## src/rtl/gpr_pkg.sv

```systemverilog
package gpr_pkg;

    typedef enum logic [1:0] {
        ST_IDLE = 2'd0,
        ST_PROC = 2'd1,
        ST_VICT = 2'd2
    } gpr_state_e;

    // Destination pool for a processed head. Pool n_pools is the fresh pool.
    function automatic int unsigned gpr_next_pool(input int unsigned pool,
                                                  input logic        refd,
                                                  input int unsigned n_pools);
        if (pool == n_pools)
            return refd ? 1 : 0;
        if (refd)
            return (pool == n_pools - 1) ? pool : pool + 1;
        return (pool == 0) ? 0 : pool - 1;
    endfunction

endpackage

```

## src/rtl/gpr_refbits.sv

```systemverilog
module gpr_refbits #(
    parameter int N_BLOCKS = 16,
    localparam int IW = $clog2(N_BLOCKS)
) (
    input  logic                clk,
    input  logic                rst,
    input  logic                clr_en,
    input  logic [IW-1:0]       clr_idx,
    input  logic                hit_en,
    input  logic [IW-1:0]       hit_idx,
    output logic [N_BLOCKS-1:0] ref_vec
);
    for (genvar i = 0; i < N_BLOCKS; i++) begin : g_bit
        always_ff @(posedge clk) begin
            if (rst)
                ref_vec[i] <= 1'b0;
            else if (hit_en && hit_idx == IW'(i))
                ref_vec[i] <= 1'b1;          // hit wins over a same-edge clear
            else if (clr_en && clr_idx == IW'(i))
                ref_vec[i] <= 1'b0;
        end
    end
endmodule

```

## src/rtl/gpr_pool_lists.sv

```systemverilog
module gpr_pool_lists #(
    parameter int N_BLOCKS = 16,
    parameter int N_LISTS  = 5,
    localparam int IW = $clog2(N_BLOCKS),
    localparam int CW = $clog2(N_BLOCKS + 1),
    localparam int LW = $clog2(N_LISTS)
) (
    input  logic                    clk,
    input  logic                    rst,
    input  logic                    mv_en,
    input  logic [LW-1:0]           mv_src,
    input  logic [LW-1:0]           mv_dst,
    output logic [N_LISTS*IW-1:0]   head_flat,
    output logic [N_LISTS*CW-1:0]   cnt_flat
);
    logic [IW-1:0] nxt  [N_BLOCKS];
    logic [IW-1:0] head [N_LISTS];
    logic [IW-1:0] tail [N_LISTS];
    logic [CW-1:0] cnt  [N_LISTS];
    logic [IW-1:0] mv_h;

    assign mv_h = head[mv_src];

    always_ff @(posedge clk) begin
        if (rst) begin
            for (int i = 0; i < N_BLOCKS; i++)
                nxt[i] <= IW'((i + 1) % N_BLOCKS);
            for (int l = 0; l < N_LISTS; l++) begin
                head[l] <= '0;
                tail[l] <= (l == 0) ? IW'(N_BLOCKS - 1) : '0;
                cnt[l]  <= (l == 0) ? CW'(N_BLOCKS) : '0;
            end
        end else if (mv_en) begin
            if (mv_src == mv_dst) begin
                if (cnt[mv_src] > CW'(1)) begin
                    head[mv_src]      <= nxt[mv_h];
                    nxt[tail[mv_src]] <= mv_h;
                    tail[mv_src]      <= mv_h;
                end
            end else begin
                head[mv_src] <= nxt[mv_h];
                cnt[mv_src]  <= cnt[mv_src] - CW'(1);
                if (cnt[mv_dst] == '0)
                    head[mv_dst] <= mv_h;
                else
                    nxt[tail[mv_dst]] <= mv_h;
                tail[mv_dst] <= mv_h;
                cnt[mv_dst]  <= cnt[mv_dst] + CW'(1);
            end
        end
    end

    for (genvar l = 0; l < N_LISTS; l++) begin : g_flat
        assign head_flat[l*IW +: IW] = head[l];
        assign cnt_flat[l*CW +: CW]  = cnt[l];
    end
endmodule

```

## src/rtl/gpr_ctrl.sv

```systemverilog
module gpr_ctrl
    import gpr_pkg::*;
#(
    parameter int N_BLOCKS = 16,
    parameter int N_POOLS  = 4,
    localparam int N_LISTS = N_POOLS + 1,
    localparam int IW = $clog2(N_BLOCKS),
    localparam int CW = $clog2(N_BLOCKS + 1),
    localparam int LW = $clog2(N_LISTS)
) (
    input  logic                   clk,
    input  logic                   rst,
    input  logic                   miss_req,
    input  logic [N_LISTS*IW-1:0]  head_flat,
    input  logic [N_LISTS*CW-1:0]  cnt_flat,
    input  logic [N_BLOCKS-1:0]    ref_vec,
    output logic                   mv_en,
    output logic [LW-1:0]          mv_src,
    output logic [LW-1:0]          mv_dst,
    output logic                   clr_en,
    output logic [IW-1:0]          clr_idx,
    output logic                   busy,
    output logic                   victim_valid,
    output logic [IW-1:0]          victim_idx
);
    localparam logic [LW-1:0] FRESH = LW'(N_POOLS);

    gpr_state_e         st;
    logic [LW-1:0]      step;
    logic [N_LISTS-1:0] mask;
    logic [N_LISTS-1:0] nonempty;
    logic [IW-1:0]      heads [N_LISTS];
    logic [LW-1:0]      cur_pool;
    logic [IW-1:0]      cur_head;
    logic               cur_ref;
    logic [LW-1:0]      cur_dest;
    logic [LW-1:0]      vict_pool;

    for (genvar l = 0; l < N_LISTS; l++) begin : g_unpack
        assign heads[l]    = head_flat[l*IW +: IW];
        assign nonempty[l] = (cnt_flat[l*CW +: CW] != '0);
    end

    assign cur_pool = (step == '0) ? FRESH : step - LW'(1);
    assign cur_head = heads[cur_pool];
    assign cur_ref  = ref_vec[cur_head];
    assign cur_dest = LW'(gpr_next_pool(int'(cur_pool), cur_ref, N_POOLS));

    always_comb begin
        vict_pool = FRESH;
        for (int p = N_POOLS - 1; p >= 0; p--)
            if (nonempty[p]) vict_pool = LW'(p);
    end

    always_comb begin
        mv_en   = 1'b0;
        mv_src  = cur_pool;
        mv_dst  = cur_dest;
        clr_en  = 1'b0;
        clr_idx = cur_head;
        if (st == ST_PROC) begin
            clr_en = mask[cur_pool];
            mv_en  = mask[cur_pool] && !(cur_pool == '0 && !cur_ref);
        end else if (st == ST_VICT) begin
            mv_en   = 1'b1;
            mv_src  = vict_pool;
            mv_dst  = FRESH;
            clr_en  = 1'b1;
            clr_idx = heads[vict_pool];
        end
    end

    always_ff @(posedge clk) begin
        if (rst) begin
            st           <= ST_IDLE;
            step         <= '0;
            mask         <= '0;
            victim_valid <= 1'b0;
            victim_idx   <= '0;
        end else begin
            victim_valid <= 1'b0;
            case (st)
                ST_IDLE: if (miss_req) begin
                    st   <= ST_PROC;
                    step <= '0;
                    mask <= nonempty;
                end
                ST_PROC: begin
                    step <= step + LW'(1);
                    if (step == LW'(N_POOLS)) st <= ST_VICT;
                end
                ST_VICT: begin
                    st           <= ST_IDLE;
                    victim_valid <= 1'b1;
                    victim_idx   <= heads[vict_pool];
                end
                default: st <= ST_IDLE;
            endcase
        end
    end

    assign busy = (st != ST_IDLE);
endmodule

```

## src/rtl/generational_pool_repl.sv

```systemverilog
module generational_pool_repl #(
    parameter int N_BLOCKS = 16,
    parameter int N_POOLS  = 4,
    localparam int N_LISTS = N_POOLS + 1,
    localparam int IW = $clog2(N_BLOCKS),
    localparam int CW = $clog2(N_BLOCKS + 1),
    localparam int LW = $clog2(N_LISTS)
) (
    input  logic          clk,
    input  logic          rst,
    input  logic          hit_valid,
    input  logic [IW-1:0] hit_idx,
    input  logic          miss_req,
    output logic          busy,
    output logic          victim_valid,
    output logic [IW-1:0] victim_idx
);
    logic [N_LISTS*IW-1:0] head_flat;
    logic [N_LISTS*CW-1:0] pool_cnt_flat;
    logic [N_BLOCKS-1:0]   ref_vec;
    logic                  mv_en, clr_en;
    logic [LW-1:0]         mv_src, mv_dst;
    logic [IW-1:0]         clr_idx;

    gpr_refbits #(.N_BLOCKS(N_BLOCKS)) u_ref (
        .clk(clk), .rst(rst),
        .clr_en(clr_en), .clr_idx(clr_idx),
        .hit_en(hit_valid), .hit_idx(hit_idx),
        .ref_vec(ref_vec)
    );

    gpr_pool_lists #(.N_BLOCKS(N_BLOCKS), .N_LISTS(N_LISTS)) u_lists (
        .clk(clk), .rst(rst),
        .mv_en(mv_en), .mv_src(mv_src), .mv_dst(mv_dst),
        .head_flat(head_flat), .cnt_flat(pool_cnt_flat)
    );

    gpr_ctrl #(.N_BLOCKS(N_BLOCKS), .N_POOLS(N_POOLS)) u_ctrl (
        .clk(clk), .rst(rst), .miss_req(miss_req),
        .head_flat(head_flat), .cnt_flat(pool_cnt_flat), .ref_vec(ref_vec),
        .mv_en(mv_en), .mv_src(mv_src), .mv_dst(mv_dst),
        .clr_en(clr_en), .clr_idx(clr_idx),
        .busy(busy), .victim_valid(victim_valid), .victim_idx(victim_idx)
    );
endmodule

```

## config.mk

```make
export PLATFORM = sky130hd
export DESIGN_NAME = generational_pool_repl
export DESIGN_NICKNAME = d
export VERILOG_FILES = /design/src/rtl/gpr_pkg.sv /design/src/rtl/gpr_refbits.sv /design/src/rtl/gpr_pool_lists.sv /design/src/rtl/gpr_ctrl.sv /design/src/rtl/generational_pool_repl.sv
export SDC_FILE = /design/constraint.sdc
export NUM_CORES = 1
export LEC_CHECK = 0
export ABC_AREA = 1
export BUFFER_PORTS_ARGS = -buffer_cell sky130_fd_sc_hd__buf_4
export CORE_ASPECT_RATIO = 0.9
export CORE_MARGIN = 3
export CORE_UTILIZATION = 28
export DETAILED_ROUTE_END_ITERATION = 16
export PLACE_DENSITY = 0.51
export SLEW_MARGIN = 15
export SYNTH_ARGS = -nofsm -noshare
export SYNTH_HDL_FRONTEND = slang
export SYNTH_SLANG_ARGS = --single-unit
```

## constraint.sdc

```tcl
create_clock -name clk -period 5.9 [get_ports clk]
set_input_delay 0.59 -clock clk [delete_from_list [all_inputs] [get_ports clk]]
set_output_delay 0.59 -clock clk [all_outputs]
set_load 0.05 [all_outputs]
```

==> results.yml <==
critical_path:
  cp_max_fo: 14
  path_delay_family: "simple AND/OR/NAND/NOR gates"
  cp-end-kind: "flip-flop"
  cpMaxStageDelayCell: "o21ai_2"
  critPathRequiredTime_ns: 6.05
  worstPathArrival_ns: 5.46
  start_kind: "flip-flop"
  crit_type: "reg -> reg"
  slowest_delay_ns: 0.37
  cp_num_buf_inv: 5
  critPathMostFrequentCell: "nand3_2"
synth:
  async_flop_share_pct: 0
  synth-main-ff-cell: "edfxtp_1"
  synth_top_family_by_area: "simple AND/OR/NAND/NOR gates"
  synth_edf_count: 168
  syn_inst: 1373
  avgSynthCellArea_um2: 8.45
  synth_seq_cells: 199
  ys_seq_area_share_pct: 48.8
  yosys_warnings: 0
  synth-xor-area-share_pct: 0.453
  ys_types: 51
  synthesis.area_um2: 11600
  synth_mux_area_share_pct: 0
  synth_simple_gate_area_share_pct: 28.6
  synth-compound-area-share_pct: 14.1
  synth_adder_area_share_pct: 0.971
timing:
  setup-tns-final_ns: 0
  setup_violations: 0
  slew_violations: 0
  max_freq_ghz: 0.188
  skew_ns: 0.0268
  relSlewSlack_pct: 43.3
  rsz0062_at_grt: "false"
  layout_worst_path_cycle_share_pct: 90.1
  finalHoldViolations: 0
  worst_pin_slew_ns: 0.847
  min_period_ns: 5.32
route:
  wl_um: 35000
  num_vias: 9839
  dr_wl_met3_um: 2330
  drc: 0
  met2_length_um: 16300
  drt-pass1-iter-count: 6
  drt-wirelength-per-cell_um: 18.0
  dr.max_layer_used: "met4"
  antenna_left: 0
  detail_route.vias_per_cell: 5.07
  wl_met1_um: 15800
  drtIter0Drc: 923
clock_tree:
  cts_setup_buffers: 0
  clockBufferDepth: 2
  worstSkewPairLatency_ns: 0.47
  cts_tree: "done"
  cts.sinks: 199
  clk_pin_slew_worst_paths_ns: 0.08
  htreeDepth: 4
  cts_root_buf: "clkbuf_16"
  numCtsBuffers: 17
global_route:
  first_global_vias: 9347
  overflow: 0
  grt_max_degree: 44
  grt_pass1_wl_um: 54000
  antenna_found_initial: 0
  grtUsageTotal_pct: 16.1
cells_and_area:
  fin_util_pct: 31.9
  mostFrequentLayoutCell: "nand2_1"
  fill_cells: 4263
  final_cell_mix: "nand2_1 (339), edfxtp_1 (168), nor2_1 (122), inv_1 (109), o21ai_0 (98)"
  area_delta_synth_final_pct: 12.1
  final_layout_size_suffix_gt1_share_pct: 15.1
  final_nets: 1406
  antenna_cells: 0
place:
  hpwl_um: 25600
  gp_congestion: 0.936
  io_buffers: 13
floorplan:
  die_h_um: 199
  die_x_um: 221
  core_area_um2: 40700
  ioPinCount: 14
  die_area_um2: 43900
  rows: 70
  start_util_pct: 28.5
flow_run:
  maxCapViolations: 0
hold_path:
  hp-class: "in -> reg"
status:
  status: "complete, no violations"
pwr:
  p_total_uw: 3910
  ir_drop_mv: 0.230
  leakagePower_uw: 0.00465
  p_per_area_nw_per_um2: 301
state kept, by name, summed over array words and instances (netlist names):
| signal | cells |
|---|---|
| u_lists.cnt | 40 |
| u_lists.tail | 32 |
| u_ctrl.st | 2 |
| u_ref.ref_vec | 16 |
| u_lists.head | 32 |
| u_ctrl.mask | 5 |
| u_ctrl.victim_idx | 4 |
| u_ctrl.victim_valid | 1 |
| u_ctrl.step | 3 |
| u_lists.nxt | 64 |
report_power, final:
group          internal [uW]  switching [uW]
logic                    281             802
registers               1600            37.1
clock network            576             620
total                   2450            1460
worst reg2reg max path: cells and delay by family (launching register included):
kind | cells | cell delay, ns
AO/OA/AOI/OAI | 4 | 0.99
AND/OR/NAND/NOR | 18 | 2.57
adder cells (fa/ha/maj) | 2 | 0.52
flip-flops | 1 | 0.31
buffers and inverters | 5 | 0.61
synthesized netlist by cell type, drive strengths merged, types with 3 or more instances:
master | instances | area, um^2
nand3 | 106 | 613
nand3b | 3 | 22.5
nand4 | 14 | 93.8
a21oi | 37 | 189
nor4 | 8 | 50.1
o211ai | 38 | 285
xor2 | 4 | 35.0
edfxtp | 168 | 5040
o21ai | 125 | 667
buf | 30 | 219
nor2 | 130 | 524
nor3 | 39 | 350
o22ai | 63 | 394
a211oi | 3 | 22.5
dfxtp | 31 | 621
ha | 9 | 113
or2 | 33 | 206
clkinv | 3 | 11.3
nand2 | 361 | 1450
inv | 122 | 458
clkbuf | 31 | 116
layer usage:
metal	GRT usage, %	vias up
met5	0	-
met4	4.45	0
met3	3.28	47
met2	26.2	349
met1	21.7	4680
li1	-	4763
through the flow:
step | hold WS, ns | instances | worst slack, ns | area (um^2)
3_3_place_gp | 0.460 | 1910 | 0.497 | 12300
5_1_grt | 0.420 | 1942 | 0.0180 | 13000
3_5_place_dp | 0.459 | 1910 | 0.280 | 12300
4_1_cts | 0.410 | 1942 | 0.283 | 12900
6_report | 0.442 | 1942 | 0.583 | 13000
2_1_floorplan | 0.439 | 1385 | 1.15 | 11600
final cells by class:
cell class / count / area, um^2 / area share [%]
Sequential cell: 199 / 5670 / 43.6
Multi-Input combinational cell: 1000 / 5250 / 40.4
Tap cell: 540 / 676 / 5.19
Inverter: 125 / 469 / 3.61
Clock buffer: 18 / 429 / 3.30
Timing Repair Buffer: 46 / 345 / 2.65
Clock inverter: 14 / 174 / 1.34
worst paths after layout:
check,start,to,slack [ns],cells after the start
max,u_ctrl.step[0],u_lists.nxt[13][1],0.58,29
min,hit_idx[1],u_ref.ref_vec[15],0.44,3
max reg2reg,u_ctrl.step[0],u_lists.nxt[13][1],0.58,29
min reg2reg,u_ctrl.victim_idx[1],u_ctrl.victim_idx[1],0.47,2
what timing repair did:
item                       4_1_cts  5_1_grt
hold buffers                     0        0
setup endpoints to repair        0       81
resized for setup                0       24
kinds of logic (layout without fill, tap and decap cells):
kind of cell / Yosys count / in the layout
fa+ha+maj: 9 / 9
other cells: 1 / 13
flops: 199 / 199
buf+inv: 186 / 203
compound gates: 276 / 276
xor+xnor: 6 / 6
simple gates: 696 / 696
Power figures use the tool's default switching activity.
